--- config.mk ---
export PLATFORM = sky130hd
export DESIGN_NAME = brg_irq_ctrl
export DESIGN_NICKNAME = d
export VERILOG_FILES = /design/src/rtl/brg_irq_pkg.sv /design/src/rtl/brg_irq_regs.sv /design/src/rtl/brg_irq_merge.sv /design/src/rtl/brg_irq_ctrl.sv
export SDC_FILE = /design/constraint.sdc
export NUM_CORES = 1
export LEC_CHECK = 0
export BUFFER_PORTS_ARGS = -buffer_cell sky130_fd_sc_hd__buf_2
export CAP_MARGIN = 20
export CELL_PAD_IN_SITES_DETAIL_PLACEMENT = 1
export CELL_PAD_IN_SITES_GLOBAL_PLACEMENT = 2
export CORE_UTILIZATION = 17
export DETAILED_ROUTE_END_ITERATION = 7
export GPL_TIMING_DRIVEN = 1
export PLACE_DENSITY = 0.75
export SETUP_SLACK_MARGIN = 0.15
export SKIP_LAST_GASP = 1
export SYNTH_ARGS = -nofsm -noshare
export SYNTH_HDL_FRONTEND = slang
export SYNTH_SLANG_ARGS = --single-unit
--- constraint.sdc ---
create_clock -name clk -period 0.95 [get_ports clk]
set_input_delay 0.1425 -clock clk [delete_from_list [all_inputs] [get_ports clk]]
set_output_delay 0.1425 -clock clk [all_outputs]
set_load 0.02 [all_outputs]
--- src/rtl/brg_irq_pkg.sv ---
package brg_irq_pkg;

    localparam int REG_W  = 16;
    localparam int BE_W   = REG_W / 8;

    // bit positions decoded by software
    localparam int B_LERR_ABT = 0;
    localparam int B_LERR_PAR = 1;
    localparam int B_SERR     = 2;
    localparam int B_HOST_EN  = 8;
    localparam int B_DB_EN    = 9;
    localparam int B_ABT_EN   = 10;
    localparam int B_LIN_EN   = 11;
    localparam int B_BIST_EN  = 12;

    typedef struct packed {
        logic lerr_abt_en;
        logic lerr_par_en;
        logic serr_req;
        logic host_en;
        logic db_en;
        logic abt_en;
        logic lin_en;
        logic bist_en;
    } ctrl_t;

    localparam ctrl_t CTRL_RST = '{
        lerr_abt_en: 1'b0,
        lerr_par_en: 1'b0,
        serr_req:    1'b0,
        host_en:     1'b1,
        db_en:       1'b0,
        abt_en:      1'b0,
        lin_en:      1'b0,
        bist_en:     1'b0
    };

endpackage

--- src/rtl/brg_irq_regs.sv ---
module brg_irq_regs
    import brg_irq_pkg::*;
(
    input  logic             clk,
    input  logic             rst_n,
    input  logic             wr_en,
    input  logic [BE_W-1:0]  wr_be,
    input  logic [REG_W-1:0] wr_data,
    output ctrl_t            ctrl,
    output logic [REG_W-1:0] rd_data
);

    typedef struct packed {
        ctrl_t ctrl;
    } regs_t;

    regs_t st_d, st_q;

    always_comb begin
        st_d = st_q;
        // fire bit lives for one cycle only
        if (st_q.ctrl.serr_req) begin
            st_d.ctrl.serr_req = 1'b0;
        end
        if (wr_en) begin
            if (wr_be[0]) begin
                st_d.ctrl.lerr_abt_en = wr_data[B_LERR_ABT];
                st_d.ctrl.lerr_par_en = wr_data[B_LERR_PAR];
                if (wr_data[B_SERR] && !st_q.ctrl.serr_req) begin
                    st_d.ctrl.serr_req = 1'b1;
                end
            end
            if (wr_be[1]) begin
                st_d.ctrl.host_en = wr_data[B_HOST_EN];
                st_d.ctrl.db_en   = wr_data[B_DB_EN];
                st_d.ctrl.abt_en  = wr_data[B_ABT_EN];
                st_d.ctrl.lin_en  = wr_data[B_LIN_EN];
                st_d.ctrl.bist_en = wr_data[B_BIST_EN];
            end
        end
    end

    always_ff @(posedge clk or negedge rst_n) begin
        if (!rst_n) begin
            st_q <= '{ctrl: CTRL_RST};
        end else begin
            st_q <= st_d;
        end
    end

    always_comb begin
        rd_data             = '0;
        rd_data[B_LERR_ABT] = st_q.ctrl.lerr_abt_en;
        rd_data[B_LERR_PAR] = st_q.ctrl.lerr_par_en;
        rd_data[B_SERR]     = st_q.ctrl.serr_req;
        rd_data[B_HOST_EN]  = st_q.ctrl.host_en;
        rd_data[B_DB_EN]    = st_q.ctrl.db_en;
        rd_data[B_ABT_EN]   = st_q.ctrl.abt_en;
        rd_data[B_LIN_EN]   = st_q.ctrl.lin_en;
        rd_data[B_BIST_EN]  = st_q.ctrl.bist_en;
    end

    assign ctrl = st_q.ctrl;

endmodule

--- src/rtl/brg_irq_merge.sv ---
module brg_irq_merge #(
    parameter int NSRC    = 2,
    parameter bit REG_OUT = 1'b1
) (
    input  logic            clk,
    input  logic            rst_n,
    input  logic            gate,
    input  logic [NSRC-1:0] en,
    input  logic [NSRC-1:0] cause,
    output logic            irq
);

    logic [NSRC-1:0] hit;
    logic            irq_d;

    for (genvar i = 0; i < NSRC; i++) begin : g_src
        assign hit[i] = en[i] & cause[i];
    end

    always_comb begin
        irq_d = gate & (|hit);
    end

    if (REG_OUT) begin : g_reg
        logic irq_q;
        always_ff @(posedge clk or negedge rst_n) begin
            if (!rst_n) begin
                irq_q <= 1'b0;
            end else begin
                irq_q <= irq_d;
            end
        end
        assign irq = irq_q;
    end else begin : g_comb
        logic unused_clk;
        assign unused_clk = clk ^ rst_n;
        assign irq = irq_d;
    end

endmodule

--- src/rtl/brg_irq_ctrl.sv ---
module brg_irq_ctrl
    import brg_irq_pkg::*;
#(
    parameter int DB_W = 8
) (
    input  logic             clk,
    input  logic             rst_n,
    input  logic             wr_en,
    input  logic [1:0]       wr_be,
    input  logic [15:0]      wr_data,
    output logic [15:0]      rd_data,
    input  logic             tgt_abort,
    input  logic             mst_abort,
    input  logic             parity_err,
    input  logic [DB_W-1:0]  doorbell_pend,
    input  logic             local_irq_in,
    input  logic             selftest_done,
    output logic             lerr_irq,
    output logic             host_irq,
    output logic             local_irq,
    output logic             serr_pulse
);

    ctrl_t ctrl;
    logic  any_abort;
    logic  any_db;

    brg_irq_regs u_regs (
        .clk     (clk),
        .rst_n   (rst_n),
        .wr_en   (wr_en),
        .wr_be   (wr_be),
        .wr_data (wr_data),
        .ctrl    (ctrl),
        .rd_data (rd_data)
    );

    assign any_abort = tgt_abort | mst_abort;
    assign any_db    = |doorbell_pend;

    brg_irq_merge #(.NSRC(2), .REG_OUT(1'b1)) u_lerr (
        .clk   (clk),
        .rst_n (rst_n),
        .gate  (1'b1),
        .en    ({ctrl.lerr_par_en, ctrl.lerr_abt_en}),
        .cause ({parity_err, any_abort}),
        .irq   (lerr_irq)
    );

    brg_irq_merge #(.NSRC(3), .REG_OUT(1'b1)) u_host (
        .clk   (clk),
        .rst_n (rst_n),
        .gate  (ctrl.host_en),
        .en    ({ctrl.lin_en, ctrl.abt_en, ctrl.db_en}),
        .cause ({local_irq_in, any_abort, any_db}),
        .irq   (host_irq)
    );

    brg_irq_merge #(.NSRC(1), .REG_OUT(1'b1)) u_local (
        .clk   (clk),
        .rst_n (rst_n),
        .gate  (1'b1),
        .en    (ctrl.bist_en),
        .cause (selftest_done),
        .irq   (local_irq)
    );

    assign serr_pulse = ctrl.serr_req;

endmodule

== Word level (Yosys, flattened, before mapping) ==
Index checks and enable logic that the tools add are counted.
W data, S select, Z words.

* Add/subtract/negate cells: 0
* Multiply operators: 0
* Divide/modulo/power cells: 0
* Magnitude comparators: 0
* Eq/ne operators: 0
* Shift operators: 0
* Muxes and demuxes: 4
* Bitwise logic cells: 8
* Reduce and logical (&&, ||, !) cells: 7

{| class="wikitable"
|+ Operators with widths
! kind !! number
|-
| $reduce_or A8 Y1 || 1
|-
| $and A1 B1 Y1 || 7
|-
| $mux W6 || 1
|-
| $mux W5 || 1
|-
| $reduce_and A2 Y1 || 2
|-
| $reduce_or A3 Y1 || 1
|-
| $mux W1 || 2
|-
| $reduce_or A2 Y1 || 1
|-
| $logic_and A1 B1 Y1 || 1
|-
| $logic_not A1 Y1 || 1
|-
| $or A1 B1 Y1 || 1
|}

* Register bits after elaboration: 11
* Bits in latches: 0
* RAM bits: 0
* Bits in read-only memories: 0
* Memories: 0

== Logic depth before layout (Yosys ltp) ==
* Word-level depth: 5
* Depth in mapped cells: 3
* Gate-level depth less buffers: 3

== By module ==
From an unflattened synthesis, not the netlist that was laid out.

* Cells, all modules: 48
* Area, all modules: 559.3 um2

{| class="wikitable"
|+ By module, submodules not included
! module !! times used !! cells each !! area an instance (um2) !! sequential area each (um2)
|-
| brg_irq_regs || 1 || 35 || 421.7 || 201.4
|-
| brg_irq_merge at u_host || 1 || 3 || 41.3 || 25.0
|-
| brg_irq_merge at u_lerr || 1 || 3 || 38.8 || 25.0
|-
| brg_irq_merge at u_local || 1 || 2 || 31.3 || 25.0
|-
| brg_irq_ctrl || 1 || 5 || 26.3 || 0.0
|}

== Worst setup path before layout ==
Ideal clock, no wire load.

* Path type: input -> register
* Start: in doorbell_pend[3]
* End: reg u_host.g_reg.irq_q, in the netlist u_host.irq
* Setup time: 0.127 ns
* Arrival: 0.838 ns
* Slack: -0.016 ns
* Cell stages on the path: 3
* Cells stage by stage: or4_1 o21ai_1 a21boi_1

* Word-level cells in the longest chain between the ends: 4

{| class="wikitable"
|+ Ends and longest elaborated chain
! what !! line !! RTL
|-
| from (decl) || brg_irq_ctrl.sv:15 || <nowiki>input logic [DB_W-1:0] doorbell_pend,</nowiki>
|-
| $reduce_or A8 Y1 || brg_irq_ctrl.sv:39 || <nowiki>assign any_db = |doorbell_pend;</nowiki>
|-
| $and A1 B1 Y1 || brg_irq_merge.sv:17 || <nowiki>assign hit[i] = en[i] & cause[i];</nowiki>
|-
| $reduce_or A3 Y1 || brg_irq_merge.sv:21 || <nowiki>irq_d = gate & (|hit);</nowiki>
|-
| $and A1 B1 Y1 || brg_irq_merge.sv:21 ||
|-
| via u_host.irq_d || brg_irq_merge.sv:14 || <nowiki>logic irq_d;</nowiki>
|-
| to (signal assigned) || brg_irq_merge.sv:30 || <nowiki>irq_q <= irq_d;</nowiki>
|-
| to (decl) || brg_irq_merge.sv:25 || <nowiki>logic irq_q;</nowiki>
|}

The timed path passes the listed nets, and every way through them passes these cells.
A chain may end at the register's enable or synchronous reset.

== Worst setup path after layout ==
* Start: reg u_regs.st_q, in the netlist u_regs.ctrl[4]
* End: out rd_data[8]

{| class="wikitable"
|+ RTL lines
! what !! line !! RTL
|-
| from (decl) || brg_irq_regs.sv:17 || <nowiki>regs_t st_d, st_q;</nowiki>
|-
| from (signal assigned) || brg_irq_regs.sv:45 || <nowiki>st_q <= '{ctrl: CTRL_RST};</nowiki>
|-
| from (signal assigned) || brg_irq_regs.sv:47 || <nowiki>st_q <= st_d;</nowiki>
|-
| to (decl) || brg_irq_ctrl.sv:11 || <nowiki>output logic [15:0] rd_data,</nowiki>
|}

No word-level cell between the ends.

==> results by stage <==
Setup path:
- STA puts the critical path data required time at 0.81 ns.
- The type of the worst setup path is reg2out.
- At the worst endpoint, the arrival time is 0.92 ns.
- Tracing the worst setup path back leads to its startpoint at u_regs.ctrl[4].
- Of all nets on the critical path, the largest fanout is 2.
- On the worst path, the slowest cell contributes a delay of 0.54 ns.
- STA classifies the critical path startpoint as a flip-flop.
- The signal on the critical path passes through buf_6.
- The largest individual stage delay along the critical path comes from the cell sky130_fd_sc_hd__dfstp_2.
- The type of element capturing the critical path is a primary output.
- The number of buffer and inverter instances along the worst setup path is 1.
- The cell family contributing the most delay on the critical path is flip-flops.
- The launching point of the worst reg2reg path is u_regs.ctrl[2].

Route:
- The violation count after the first detailed-route iteration is 13.
- The number of iterations in the first detailed-routing pass is 6.
- After detailed routing, the total wire length is 1.27 mm.
- The ratio of routed vias to standard cells is 3.93.
- The total vias in the final route is 464.
- The antenna violation net count after detailed routing is 0.
- The remaining design rule violation count is 8.
- In the final routed layout, each cell accounts on average for 10.7 um.

Cells and area:
- The fill cell total of the finished layout is 318.
- The fraction of final layout cells with drive strength greater than 1 is 72.4%.
- The number of nets in the final layout is 122.
- The number of antenna diodes in the final layout is 0.
- The synthesis-to-finish area growth is 75.6%.

CTS:
- The CTS tree is done.
- The master cell of the clock root buffer is sky130_fd_sc_hd__clkbuf_4.
- The buffer levels on the longest clock path is 2.
- The clock net in this run drives a total of 11 sinks.
- The clock reaches the later pin of the worst-skew pair after 0.26 ns.
- Clock-pin slew was measured on the worst setup and hold paths at 0.07 ns.
- The number of clock buffers added by TritonCTS is 3.
- The maximum level of the CTS H-tree is 1.

Global routing:
- The peak-usage layer in the global routing report is met2.
- The combined global-route utilization of all metal layers is 8.69%.
- Global routing consumed, on the met2 layer, 15.5% of the routing resources.
- The via count of the first global-routing pass is 478.
- The met3 usage is 4.76%.
- The met1 capacity usage during global routing is 9.31%.
- The global-route wire length before repair is 2.10 mm.
- The number of antenna violations at the first check in global routing was 0.
- The sum of overflow across all layers after global routing is 0.
- The maximum number of pins on one net before global-route repair is 12.

Timing:
- Setup violations remaining at the end of the flow were counted as 8.
- For this run, the top clock speed supported by timing is 943 MHz.
- In the final timing run, aggregate negative setup slack is -0.207 ns.
- The portion of the clock cycle consumed by the worst path in the final layout is 112%.
- The number of max-slew violations in the final report is 0.
- Setup repair after global routing could not meet its margin everywhere.
- The final critical delay including setup and external delays is 1.06 ns.
- The worst setup slack after layout is -0.111 ns.
- The number of hold-slack violations in the final timing report came to 0.
- Clock skew on the completed layout was measured at 0.00155 ns.

Floorplanning:
- The core footprint is 0.00281 mm2.
- The number of placement rows is 19.
- The floorplan die area is 0.00324 mm2.
- Measured along the x axis, the die boundary spans 56.9 um.
- The effective utilization at floorplan is 18.3%.
- The die boundary height is 56.9 um.
- The top-level port count is 54.

Pwr:
- The switching component of the power is 0.420 mW.
- The total power consumption of the routed design is 1.43 mW.
- IR analysis of the VDD net gives a maximum drop of 0.641 mV.
- Cell internal power was estimated by the tool at 1.01 mW.
- Sequential cells burn 41.6% of the power.
- The part of the total power dissipated in the clock network is 22.4%.
- The power per cell area is 1590 mW/mm2.
- Of the total power, the share spent switching nets is 29.4%.
- The leakage power is 0.467 nW.
- In this run, the combinational gates consume 36.0% of the power.

Run status:
- The flow ran to the end, but the final reports show violations.
- The final reports fail on DRC, setup timing.

Synth:
- Sequential cells were found to cover 53.9% of the synthesized design area.
- sky130_fd_sc_hd__buf_4 is the most common cell in the netlist.
- The commonest cells after synthesis are 11 x sky130_fd_sc_hd__buf_4, 10 x sky130_fd_sc_hd__dfrtp_1, 7 x sky130_fd_sc_hd__mux2_2, 2 x sky130_fd_sc_hd__nand2_1, 2 x sky130_fd_sc_hd__or4_1.
- The number of instances in the synthesized netlist is 41.
- After synthesis, the cell types taking the most area are sky130_fd_sc_hd__dfrtp_1 49%, sky130_fd_sc_hd__buf_4 16%, sky130_fd_sc_hd__mux2_2 15%, sky130_fd_sc_hd__dfstp_2 5.1%, sky130_fd_sc_hd__or4_1 2.9%.
- Counting flops with an async set or reset pin after synthesis yields a share of 100%.
- The total of warnings raised by yosys is 0.
- The average instance area after synthesis is 12.5 um2.
- Synthesis inferred 11 register bits.
- The main flop type after synthesis is sky130_fd_sc_hd__dfrtp_1.
- The cell area that synthesis handed to floorplanning was 513 um2.
- The synthesized design contains 0 enable-type register cells.
- After synthesis, the largest area contributor takes up 48.8% of total cell area.
- The cell type with the largest total area after synthesis is sky130_fd_sc_hd__dfrtp_1.
- The count of different cell masters after synthesis is 14.

Min path:
- In this run the most critical hold path is launched from selftest_done.
- The path category of the worst min-delay check is in2reg.

Placement:
- The count of input and output buffers is 37.
- Routability-driven placement finished with a final weighted congestion of 0.658.
- The HPWL after detailed placement is 1.02 mm.

Run:
- The count of maximum capacitance violations is 0.
-- flip-flops by register name, indices dropped and copies added (netlist names) --
signal	cells
u_regs.ctrl	8
u_host.irq	1
u_local.irq	1
u_lerr.irq	1
-- layout make-up --
type	instances	area, um2	area share (%)
flip-flops and latches	11	283	31.4
clock buffers	4	26.3	2.92
well taps	31	38.8	4.31
multi-input cells	26	208	23.1
repair buffers	46	345	38.3
-- metal layers --
metal / up-vias / part of all wire, %
met5: - / 0
met4: 0 / 0
met1: 224 / 38
met2: 25 / 54
li1: 215 / -
met3: 0 / 7.9
-- power groups by stage --
stage	Combinational (mW)	Clock (mW)	Sequential (mW)
2_1_floorplan	0.188	0	0.654
3_3_place_gp	0.350	0	0.587
3_5_place_dp	0.356	0	0.593
4_1_cts	0.506	0.352	0.592
5_1_grt	0.547	0.367	0.603
6_report	0.514	0.320	0.594
-- stage by stage --
step / hold WS [ns] / setup slack [ns] / instances / util (%) / cell area [um2]
after floorplan: -0.153 / -0.00940 / 48 / - / 564
after global placement: 0.0295 / -0.152 / 107 / 25.7 / 721
after detailed placement: 0.0367 / -0.153 / 107 / 25.7 / 721
after CTS: 0.0639 / -0.134 / 117 / 31.4 / 882
after global routing: 0.0613 / -0.157 / 118 / 32.1 / 901
final: 0.0786 / -0.111 / 118 / 32.1 / 901
-- logic make-up after synthesis --
logic type / synth area share (%)
other: 0.731
flip-flops: 53.9
AO/OA/AOI/OAI: 5.61
AND/OR/NAND/NOR: 8.29
buffers and inverters: 16.1
multiplexers: 15.4
-- worst paths after layout --
kind	to	slack, ns	cells after the start
worst max-delay path	rd_data[8]	-0.11	1
worst min-delay path	u_local.irq	0.08	2
worst max register to register	u_regs.ctrl[2]	0.05	2
worst min register to register	u_local.irq	0.54	1
max in group asynchronous	u_regs.ctrl[4]	0.40	2
min in group asynchronous	u_local.irq	0.28	2
-- repair_timing --
action                                  in CTS  in global routing
hold buffers                                 1                  0
resized for setup                           27                  3
pin swaps                                    2                  1
endpoints found under the setup margin      13                 21
buffers inserted                             5                  1
hold endpoints to repair                    11                  0
-- placed cells by master, fill, tap and decap left out, drive strengths merged --
master,count
nand2,2
nor3b,1
or2,1
and2,1
a22o,1
a22oi,1
conb,8
or4,2
dlygate4sd3,1
o21ai,1
clkbuf,4
mux2,7
dfstp,1
buf,45
dfrtp,10
a21boi,1
Note: power is estimated with default switching activity, not from simulation.
